## config.mk

```make
export PLATFORM = sky130hd
export DESIGN_NAME = audio_rx_fifo_irq
export DESIGN_NICKNAME = d
export VERILOG_FILES = /design/src/rtl/arx_pkg.sv /design/src/rtl/arx_fifo.sv /design/src/rtl/arx_irq.sv /design/src/rtl/audio_rx_fifo_irq.sv
export SDC_FILE = /design/constraint.sdc
export NUM_CORES = 1
export LEC_CHECK = 0
export BUFFER_PORTS_ARGS = -buffer_cell sky130_fd_sc_hd__buf_2
export CAP_MARGIN = 20
export CORE_MARGIN = 2
export CORE_UTILIZATION = 30
export CTS_CLUSTER_SIZE = 12
export DETAILED_ROUTE_END_ITERATION = 10
export GPL_TIMING_DRIVEN = 1
export PLACE_DENSITY_LB_ADDON = 0.25
export SYNTH_ARGS = -nofsm -noshare
export SYNTH_HDL_FRONTEND = slang
export SYNTH_HIERARCHICAL = 1
export SYNTH_SLANG_ARGS = --single-unit
```

## constraint.sdc

```tcl
create_clock -name clk -period 3 [get_ports clk]
set_input_delay 0.15 -clock clk [delete_from_list [all_inputs] [get_ports clk]]
set_output_delay 0.15 -clock clk [all_outputs]
set_load 0.02 [all_outputs]
```

## src/rtl/arx_pkg.sv

```systemverilog
package arx_pkg;
  localparam logic [7:0] OFS_CTRL = 8'h00;
  localparam logic [7:0] OFS_MODE = 8'h04;
  localparam logic [7:0] OFS_HOLD = 8'h0C;
  localparam logic [7:0] OFS_IEN  = 8'h14;
  localparam logic [7:0] OFS_IDIS = 8'h18;
  localparam logic [7:0] OFS_IMSK = 8'h1C;
  localparam logic [7:0] OFS_ISTS = 8'h20;
  localparam logic [7:0] OFS_VER  = 8'h50;

  localparam int NUM_EVT   = 6;
  localparam int EV_READY  = 0;
  localparam int EV_EMPTY  = 1;
  localparam int EV_FULL   = 2;
  localparam int EV_CHUNK  = 3;
  localparam int EV_UNDER  = 4;
  localparam int EV_OVER   = 5;

  // bits that latch an event pulse; the others follow a live condition
  localparam logic [NUM_EVT-1:0] EV_LATCHED = 6'b110000;

  localparam int CHUNK_LSB = 28;
  localparam int CHUNK_W   = 4;
endpackage

```

## src/rtl/arx_fifo.sv

```systemverilog
module arx_fifo #(
  parameter int DEPTH = 16,
  parameter int WIDTH = 32,
  localparam int AW = (DEPTH > 1) ? $clog2(DEPTH) : 1,
  localparam int CW = $clog2(DEPTH + 1)
) (
  input  logic             clk,
  input  logic             rst_n,
  input  logic             clr,
  input  logic             push,
  input  logic             pop,
  input  logic [WIDTH-1:0] wdata,
  output logic [WIDTH-1:0] rdata,
  output logic [CW-1:0]    count,
  output logic             full,
  output logic             empty,
  output logic             overflow,
  output logic             underflow
);
  logic [WIDTH-1:0] mem [DEPTH];
  logic [AW-1:0] wr_ptr_q, wr_ptr_d, rd_ptr_q, rd_ptr_d;
  logic [CW-1:0] count_q, count_d;
  logic          do_push, do_pop;

  assign count = count_q;
  assign empty = (count_q == '0);
  assign full  = (count_q == CW'(DEPTH));

  // a pop frees a slot in the same cycle, so a full FIFO still accepts a push
  assign do_pop    = pop & ~empty & ~clr;
  assign do_push   = push & (~full | pop) & ~clr;
  assign overflow  = push & full & ~pop & ~clr;
  assign underflow = pop & empty & ~clr;

  assign rdata = empty ? '0 : mem[rd_ptr_q];

  function automatic logic [AW-1:0] bump(input logic [AW-1:0] p);
    return (p == AW'(DEPTH - 1)) ? '0 : p + AW'(1);
  endfunction

  always_comb begin
    wr_ptr_d = wr_ptr_q;
    rd_ptr_d = rd_ptr_q;
    count_d  = count_q;
    if (clr) begin
      wr_ptr_d = '0;
      rd_ptr_d = '0;
      count_d  = '0;
    end else begin
      if (do_push) wr_ptr_d = bump(wr_ptr_q);
      if (do_pop)  rd_ptr_d = bump(rd_ptr_q);
      count_d = count_q + CW'(do_push) - CW'(do_pop);
    end
  end

  always_ff @(posedge clk or negedge rst_n) begin
    if (!rst_n) begin
      wr_ptr_q <= '0;
      rd_ptr_q <= '0;
      count_q  <= '0;
    end else begin
      wr_ptr_q <= wr_ptr_d;
      rd_ptr_q <= rd_ptr_d;
      count_q  <= count_d;
    end
  end

  always_ff @(posedge clk) begin
    if (do_push) mem[wr_ptr_q] <= wdata;
  end
endmodule

```

## src/rtl/arx_irq.sv

```systemverilog
module arx_irq #(
  parameter int                NUM     = 6,
  parameter logic [NUM-1:0]    LATCHED = '0
) (
  input  logic           clk,
  input  logic           rst_n,
  input  logic           clr,
  input  logic [NUM-1:0] cond,
  input  logic           set_we,
  input  logic           clr_we,
  input  logic [NUM-1:0] wbits,
  input  logic           sts_rd,
  output logic [NUM-1:0] status,
  output logic [NUM-1:0] mask,
  output logic           irq
);
  logic [NUM-1:0] mask_q, mask_d;
  logic           mask_en;

  assign mask_en = set_we | clr_we;

  always_comb begin
    mask_d = mask_q;
    if (set_we)      mask_d = mask_q | wbits;
    else if (clr_we) mask_d = mask_q & ~wbits;
  end

  always_ff @(posedge clk or negedge rst_n) begin
    if (!rst_n)       mask_q <= '0;
    else if (mask_en) mask_q <= mask_d;
  end

  for (genvar i = 0; i < NUM; i++) begin : g_bit
    if (LATCHED[i]) begin : g_latch
      logic flag_q, flag_d;
      // an event arriving with the clearing read wins
      always_comb begin
        if (clr) flag_d = 1'b0;
        else     flag_d = cond[i] | (flag_q & ~sts_rd);
      end
      always_ff @(posedge clk or negedge rst_n) begin
        if (!rst_n) flag_q <= 1'b0;
        else        flag_q <= flag_d;
      end
      assign status[i] = flag_q;
    end else begin : g_level
      assign status[i] = cond[i];
    end
  end

  assign mask = mask_q;
  assign irq  = |(status & mask_q);
endmodule

```

## src/rtl/audio_rx_fifo_irq.sv

```systemverilog
module audio_rx_fifo_irq
  import arx_pkg::*;
#(
  parameter int          DEPTH   = 16,
  parameter int          SMP_W   = 24,
  parameter int          CH_W    = 2,
  parameter logic [11:0] VERSION = 12'h2B1
) (
  input  logic             clk,
  input  logic             rst_n,
  input  logic             smp_valid,
  input  logic [CH_W-1:0]  smp_chan,
  input  logic [SMP_W-1:0] smp_data,
  input  logic             reg_wr,
  input  logic             reg_rd,
  input  logic [7:0]       reg_addr,
  input  logic [31:0]      reg_wdata,
  output logic [31:0]      reg_rdata,
  output logic             dma_req,
  output logic             irq
);
  localparam int TAG_W = 32 - SMP_W;
  localparam int CW    = $clog2(DEPTH + 1);

  logic [31:0]        push_word, fifo_rdata;
  logic [CW-1:0]      fifo_count;
  logic               fifo_full, fifo_empty, fifo_ovf, fifo_udf;
  logic               soft_clr, hold_rd, sts_rd, ien_we, idis_we;
  logic [CHUNK_W-1:0] chunk_q, chunk_d;
  logic               chunk_en, chunk_hit;
  logic [31:0]        thr_words, cnt_words;
  logic [NUM_EVT-1:0] ev_cond, irq_status, irq_mask;
  logic               unused_wdata;

  assign unused_wdata = ^reg_wdata[CHUNK_LSB-1:NUM_EVT];

  assign push_word = {TAG_W'(smp_chan), smp_data};

  assign soft_clr = reg_wr & (reg_addr == OFS_CTRL) & reg_wdata[0];
  assign ien_we   = reg_wr & (reg_addr == OFS_IEN);
  assign idis_we  = reg_wr & (reg_addr == OFS_IDIS);
  assign chunk_en = reg_wr & (reg_addr == OFS_MODE);
  assign hold_rd  = reg_rd & (reg_addr == OFS_HOLD);
  assign sts_rd   = reg_rd & (reg_addr == OFS_ISTS);

  assign chunk_d = reg_wdata[CHUNK_LSB +: CHUNK_W];

  always_ff @(posedge clk or negedge rst_n) begin
    if (!rst_n)        chunk_q <= CHUNK_W'(1);
    else if (chunk_en) chunk_q <= chunk_d;
  end

  assign thr_words = (chunk_q == '0) ? 32'd1 : 32'(chunk_q);
  assign cnt_words = 32'(fifo_count);
  assign chunk_hit = (cnt_words >= thr_words);
  assign dma_req   = chunk_hit;

  arx_fifo #(.DEPTH(DEPTH), .WIDTH(32)) u_fifo (
    .clk       (clk),
    .rst_n     (rst_n),
    .clr       (soft_clr),
    .push      (smp_valid),
    .pop       (hold_rd),
    .wdata     (push_word),
    .rdata     (fifo_rdata),
    .count     (fifo_count),
    .full      (fifo_full),
    .empty     (fifo_empty),
    .overflow  (fifo_ovf),
    .underflow (fifo_udf)
  );

  always_comb begin
    ev_cond           = '0;
    ev_cond[EV_READY] = ~fifo_empty;
    ev_cond[EV_EMPTY] = fifo_empty;
    ev_cond[EV_FULL]  = fifo_full;
    ev_cond[EV_CHUNK] = chunk_hit;
    ev_cond[EV_UNDER] = fifo_udf;
    ev_cond[EV_OVER]  = fifo_ovf;
  end

  arx_irq #(.NUM(NUM_EVT), .LATCHED(EV_LATCHED)) u_irq (
    .clk    (clk),
    .rst_n  (rst_n),
    .clr    (soft_clr),
    .cond   (ev_cond),
    .set_we (ien_we),
    .clr_we (idis_we),
    .wbits  (reg_wdata[NUM_EVT-1:0]),
    .sts_rd (sts_rd),
    .status (irq_status),
    .mask   (irq_mask),
    .irq    (irq)
  );

  always_comb begin
    case (reg_addr)
      OFS_MODE: reg_rdata = {chunk_q, {CHUNK_LSB{1'b0}}};
      OFS_HOLD: reg_rdata = fifo_rdata;
      OFS_IMSK: reg_rdata = {{(32-NUM_EVT){1'b0}}, irq_mask};
      OFS_ISTS: reg_rdata = {{(32-NUM_EVT){1'b0}}, irq_status};
      OFS_VER:  reg_rdata = {20'd0, VERSION};
      default:  reg_rdata = '0;
    endcase
  end
endmodule

```

# Word-level counts from Yosys, hierarchy flattened
# Memory sizes are Yosys's and may differ from the RTL's.
# Cells that the tools add are included.
# op_classes
order_cmp	1
n_addsub	4
n_eq_ne	10
n_bitwise	31
mux	16
n_reduce_logical	8
# ops
cell	count
$pmux 32 s5	1
$mux 32	1
$mux 4	7
$eq 8x5->1 const B	3
$and 1x1->1	18
$and 6x6->6	2
$mux 6	2
$add 4x1->4 const B	2
$eq 4x4->1 const B	2
$eq 8x3->1 const B	1
$eq 8x4->1 const B	1
$eq 8x6->1 const B	1
$eq 8x7->1 const B	1
$logic_not 8->1	1
$not 6->6	1
$or 6x6->6	1
$reduce_bool 2->1	3
$reduce_or 6->1	1
$add 5x1->5	1
$eq 5x5->1 const B	1
$ge 5x4->1	1
$logic_not 5->1	1
$mux 5	1
$not 1->1	5
5 further kinds	11
# totals
regBits	25
out_inout_bits	34
input_bits	71
mem_bits_rw	416
n_memories	1
elab_cells	78
# mem_list
name	depth	width	read_ports	rd_clocked_by_memory_dff	wr	line	text
u_fifo.mem	16	26	1	0	1	arx_fifo.sv:20	logic [WIDTH-1:0] mem [DEPTH];

# Depth between registers and ports, before layout
# depth
ltp_word	8
ltp_mapped	17
depth_no_buf	15

# By module
# The synthesis kept the hierarchy.
# by_module_without_submodules
module	n_inst	seq_area_each_um2	cells_per_inst	area_per_inst_um2
arx_fifo	1	15700.1	892	20352.0
audio_rx_fifo_irq	1	101.3	88	737.0
arx_irq	1	200.2	36	377.9

# Worst setup path after synthesis
# OpenSTA, ideal clock, no wires.
# synth_timing
path_type	in2reg
from	in reg_addr[0]
to	reg u_fifo.count_q[4] (netlist: u_fifo/count[4])
t_required_ns	2.868
path_slack_ns	-0.394
path_stages	17
setup_time_ns	0.132
n_path_buf	2
arrival_time_ns	3.263
cell_sequence	nand4bb_1 > nor3b_1 > buf_2 > and2_1 > o21ai_0 > nor2_1 > clkbuf_1 > inv_1 > ha_1 > inv_1 > ha_1 > inv_1 > fa_1 > nor2b_1 > o21bai_1 > a21oi_1 > nor3b_1
# synth_via
elab_chain_len	8
word_cells_on_any_way	14
cone_classes	add/sub (2); eq/ne (1); mux (1); bitwise (9); reduce/logical (1)
# synth_lines
element	line	text
from (decl)	audio_rx_fifo_irq.sv:16	input logic [7:0] reg_addr,
$eq 8x4->1 (*)	audio_rx_fifo_irq.sv:43	assign hold_rd = reg_rd & (reg_addr == OFS_HOLD);
$and 1x1->1 (*)	audio_rx_fifo_irq.sv:43	
via hold_rd	audio_rx_fifo_irq.sv:28	logic soft_clr, hold_rd, sts_rd, ien_we, idis_we;
$or 1x1->1	arx_fifo.sv:31	assign do_push = push & (~full | pop) & ~clr;
$and 1x1->1 (2 in a row)	arx_fifo.sv:31	
$add 5x1->5	arx_fifo.sv:52	count_d = count_q + CW'(do_push) - CW'(do_pop);
$sub 5x1->5 (*)	arx_fifo.sv:52	
$mux 5 (*)	arx_fifo.sv:45	if (clr) begin
via u_fifo.count_d[4]	arx_fifo.sv:22	logic [CW-1:0] count_q, count_d;
to (signal assigned)	arx_fifo.sv:64	count_q <= count_d;
to (decl)	arx_fifo.sv:22	
# Mark *: on every way through the listed nets, which the timed path passes. The rest lies on a longest branch.
# A chain may end at the register's enable or synchronous reset.

# Worst setup path after layout
# layout_timing
from	reg u_fifo.rd_ptr_q[0]
to	out reg_rdata[9]
# layout_via
elab_chain_len	3
# layout_lines
element	line	text
from (decl)	arx_fifo.sv:21	logic [AW-1:0] wr_ptr_q, wr_ptr_d, rd_ptr_q, rd_ptr_d;
from (signal assigned)	arx_fifo.sv:63	rd_ptr_q <= rd_ptr_d;
$mem_v2 16x26	--	
$mux 32	arx_fifo.sv:35	assign rdata = empty ? '0 : mem[rd_ptr_q];
via fifo_rdata[9]	audio_rx_fifo_irq.sv:25	logic [31:0] push_word, fifo_rdata;
$pmux 32 s5	audio_rx_fifo_irq.sv:98	case (reg_addr)
to (decl)	audio_rx_fifo_irq.sv:18	output logic [31:0] reg_rdata,
# The timed path passes the listed nets, and every way through them passes these cells.

==> summary.md <==
| Metric | Value |
|---|---|
| Unrepaired setup endpoints after global routing | yes |
| Initial core utilization | 30.2% |
| Slew Viols, Final | 0 |
| Synth Warn # | 6 |
| Mapped Cells | 1,016 |
| CTS tree | built |
| Synth Area in Compound Gates | 3.07% |
| Number of max-cap violations | 0 |
| Worst min-delay path class | input pin to async pin |
| Clock Latency Late Sink | 0.61 ns |
| Required @ worst endpoint | 2.85 ns |
| DRT Wirelength | 53,600 microns |
| Post-detail-place hpwl | 30,500 microns |
| H-Tree Depth | 2 |
| Final hold viol count | 0 |
| Num CTS Buffers | 57 |
| Xor-xnor portion of the synthesized cell area | 0.204% |
| Core area | 0.0711 sq mm |
| Antenna Violating Nets Remaining | 0 |
| Slew HR | 49.9% |
| Critical path peak fanout | 6 |
| DRC | 0 |
| Nets | 1,484 |
| Root buf cell | clkbuf_16 |
| Yosys cell types | 57 |
| Iteration count of the initial detailed-routing pass | 7 |
| Pwr/cell area | 672 mW/mm^2 |
| Die Y | 272 microns |
| CP Depth | 8 |
| Fin util | 38.8% |
| Clock-pin slew on the worst setup and hold paths | 0.06 ns |
| R2R depth | 14 |
| Fillers | 6,526 |
| Skew final | 0.0310 ns |
| I/O Buffers | 82 |
| GRT Residual Overflow | 0 |
| Layout cells sized above 1 | 38.8% |
| Critical Path Start Type | register |
| Failing checks | setup timing |
| Antenna cell count | 0 |
| Row count | 98 |
| Largest stage delay, worst path | 0.53 ns |
| Synth-to-layout area growth | 28.7% |
| IO Pins | 105 |
| Crit path DAT | 3.03 ns |
| Initial antenna violation count | 0 |
| Mean post-synth cell area | 21.1 sq um |
| Synth async-reset ratio | 4.66% |
| Reg2reg setup slack | 0.21 ns |
| Most frequent CP cell | buf_4 |
| LEAKAGE | 9.43 nW |
| Crit. End Element | primary output |
| Post-synthesis mux area share | 15.4% |
| Main combinational cell family by area after synthesis | multiplexers |
| EDFF count, synth | 512 |
| Pre-CTS WS | 0.0915 ns |
| Routed len/inst | 22.4 microns |
| Clk sinks | 537 |
| Post-synthesis simple-gate area fraction | 3.93% |
| Sequential area share after synthesis | 74.5% |
| Result of the run | finished, violations left |
| Min Tclk post-route | 3.18 ns |
| Vias in the first global route | 11,700 |
| Final period utilization | 106% |
| Worst Setup Path Type | register to primary output |
| Crit-path cells | buf_4 -> clkbuf_16 -> buf_4 -> mux4_2 -> mux2_2 -> a221o_1 -> a21o_1 -> buf_6 |
| Worst Path Buf+Inv | 4 |
| Worst-Margin Slew | 0.750 ns |
| Commonest non-fill, non-tap cell in the layout | edfxtp_1 |
| Fmax | 315 MHz |
| First-pass GRT wire length | 78,700 microns |
| Die width | 272 microns |
| Final WS setup | -0.176 ns |
| Seq cells post-synth | 537 |
| GRT Total Usage | 14.5% |
| Synth Cell Area | 0.0215 sq mm |
| Main synth FF type | edfxtp_1 |
| DR vias/cell | 4.65 |
| Crit path max-delay family | multiplexers |
| Endpoints failing setup | 31 |
| GP Congestion | 0.750 |
| Most frequent cells in the layout | edfxtp_1 (512), mux4_2 (128), conb_1 (96) |
| Max clock buf depth | 3 |
| Die area | 0.0737 sq mm |
| VDD IR max | 0.441 mV |
| Drt initial violations | 794 |
| Vias | 11,100 |
| Synth Area in Adders | 0.968% |
| Crit path max-delay cell type | dfrtp_4 |
| Pin count of the biggest net entering global routing | 34 |
[path summary, 6_finish.rpt]
path | to | startpoint
setup reg to reg | u_fifo/count[4] | u_fifo/count[2]
hold reg to reg | u_irq/g_bit[4].g_latch.flag_q | u_irq/g_bit[4].g_latch.flag_q
max in group asynchronous | u_fifo/rd_ptr_q[0] | rst_n
hold / removal | async pin | rst_n
setup / recovery | reg_rdata[9] | u_fifo/rd_ptr_q[0]
min in group clk | u_fifo/rd_ptr_q[1] | reg_addr[5]
[per-stage QoR]
step,std cells,area [sq um],setup TNS (ns),hold slack [ns],power (mW)
2_1_floorplan,1111,21800,0,-0.146,10.6
3_3_place_gp,2160,24100,0,0.220,11.5
3_5_place_dp,2160,24100,0,0.241,11.5
4_1_cts,2357,27100,-4.95,0.0905,18.7
5_1_grt,2390,27600,-6.37,0.138,19.3
6_report,2390,27600,-3.10,0.112,18.6
[where the power goes]
| part | switching (mW) | internal (mW) | leakage, nW | total [mW] |
|---|---|---|---|---|
| registers | 0.192 | 8.98 | 4.94 | 9.17 |
| logic | 1.40 | 1.20 | 3.62 | 2.59 |
| clock network | 2.87 | 3.92 | 0.866 | 6.79 |
| total | 4.46 | 14.1 | 9.43 | 18.6 |
[flip-flops by register name, indices dropped and copies added (netlist names), named ones only]
signal and flops:
u_fifo/count 5, chunk_q 4, u_fifo/mem 512, u_fifo/wr_ptr_q 4, u_fifo/rd_ptr_q 4, u_irq/g_bit.g_latch.flag_q 2
[kinds of logic (layout without fill, tap and decap cells)]
kind of cell,after synthesis,after routing
flip-flops,537,537
adder cells (fa/ha/maj),16,16
other,1,96
AND/OR/NAND/NOR,134,136
XOR/XNOR,5,5
AO/OA/AOI/OAI,78,78
multiplexers,165,165
buffers and inverters,80,407
[area by class of cell]
type	count	area [sq um]	share of cell area, %
repair buffers	282	2830	10.2
inverters	23	98.8	0.358
flip-flops and latches	537	16000	58.0
clock buffers	78	1540	5.56
clock inverters	24	246	0.892
multi-input cells	496	5710	20.7
well taps	950	1190	4.30
[per-layer routing]
| layer | up-vias | global-route usage, % | wire, microns |
|---|---|---|---|
| met1 | 5974 | 19.7 | 24200 |
| li1 | 4900 | - | - |
| met4 | 0 | 3.30 | 961 |
| met3 | 68 | 2.31 | 1560 |
| met2 | 161 | 24.4 | 26900 |
| met5 | - | 0 | 0 |
[synthesized netlist by cell type (15+ instances only)]
cell / count / area, sq um
and3_1: 17 / 106
and2_1: 24 / 150
inv_1: 22 / 82.6
a221o_1: 32 / 320
buf_2: 22 / 110
mux4_2: 128 / 2880
mux2_2: 32 / 360
dfrtp_1: 24 / 601
nor2b_1: 36 / 225
edfxtp_1: 512 / 15400
clkbuf_1: 20 / 75.1
ha_1: 15 / 188
[timing repair]
action	in CTS	in global routing
endpoints found under the setup margin	33	34
setup buffers	38	33
gates cloned	7	3
hold buffers	50	0
gates resized for setup	95	58
pin swaps	13	9
hold endpoints to repair	456	0
Power figures use the tool's default switching activity.
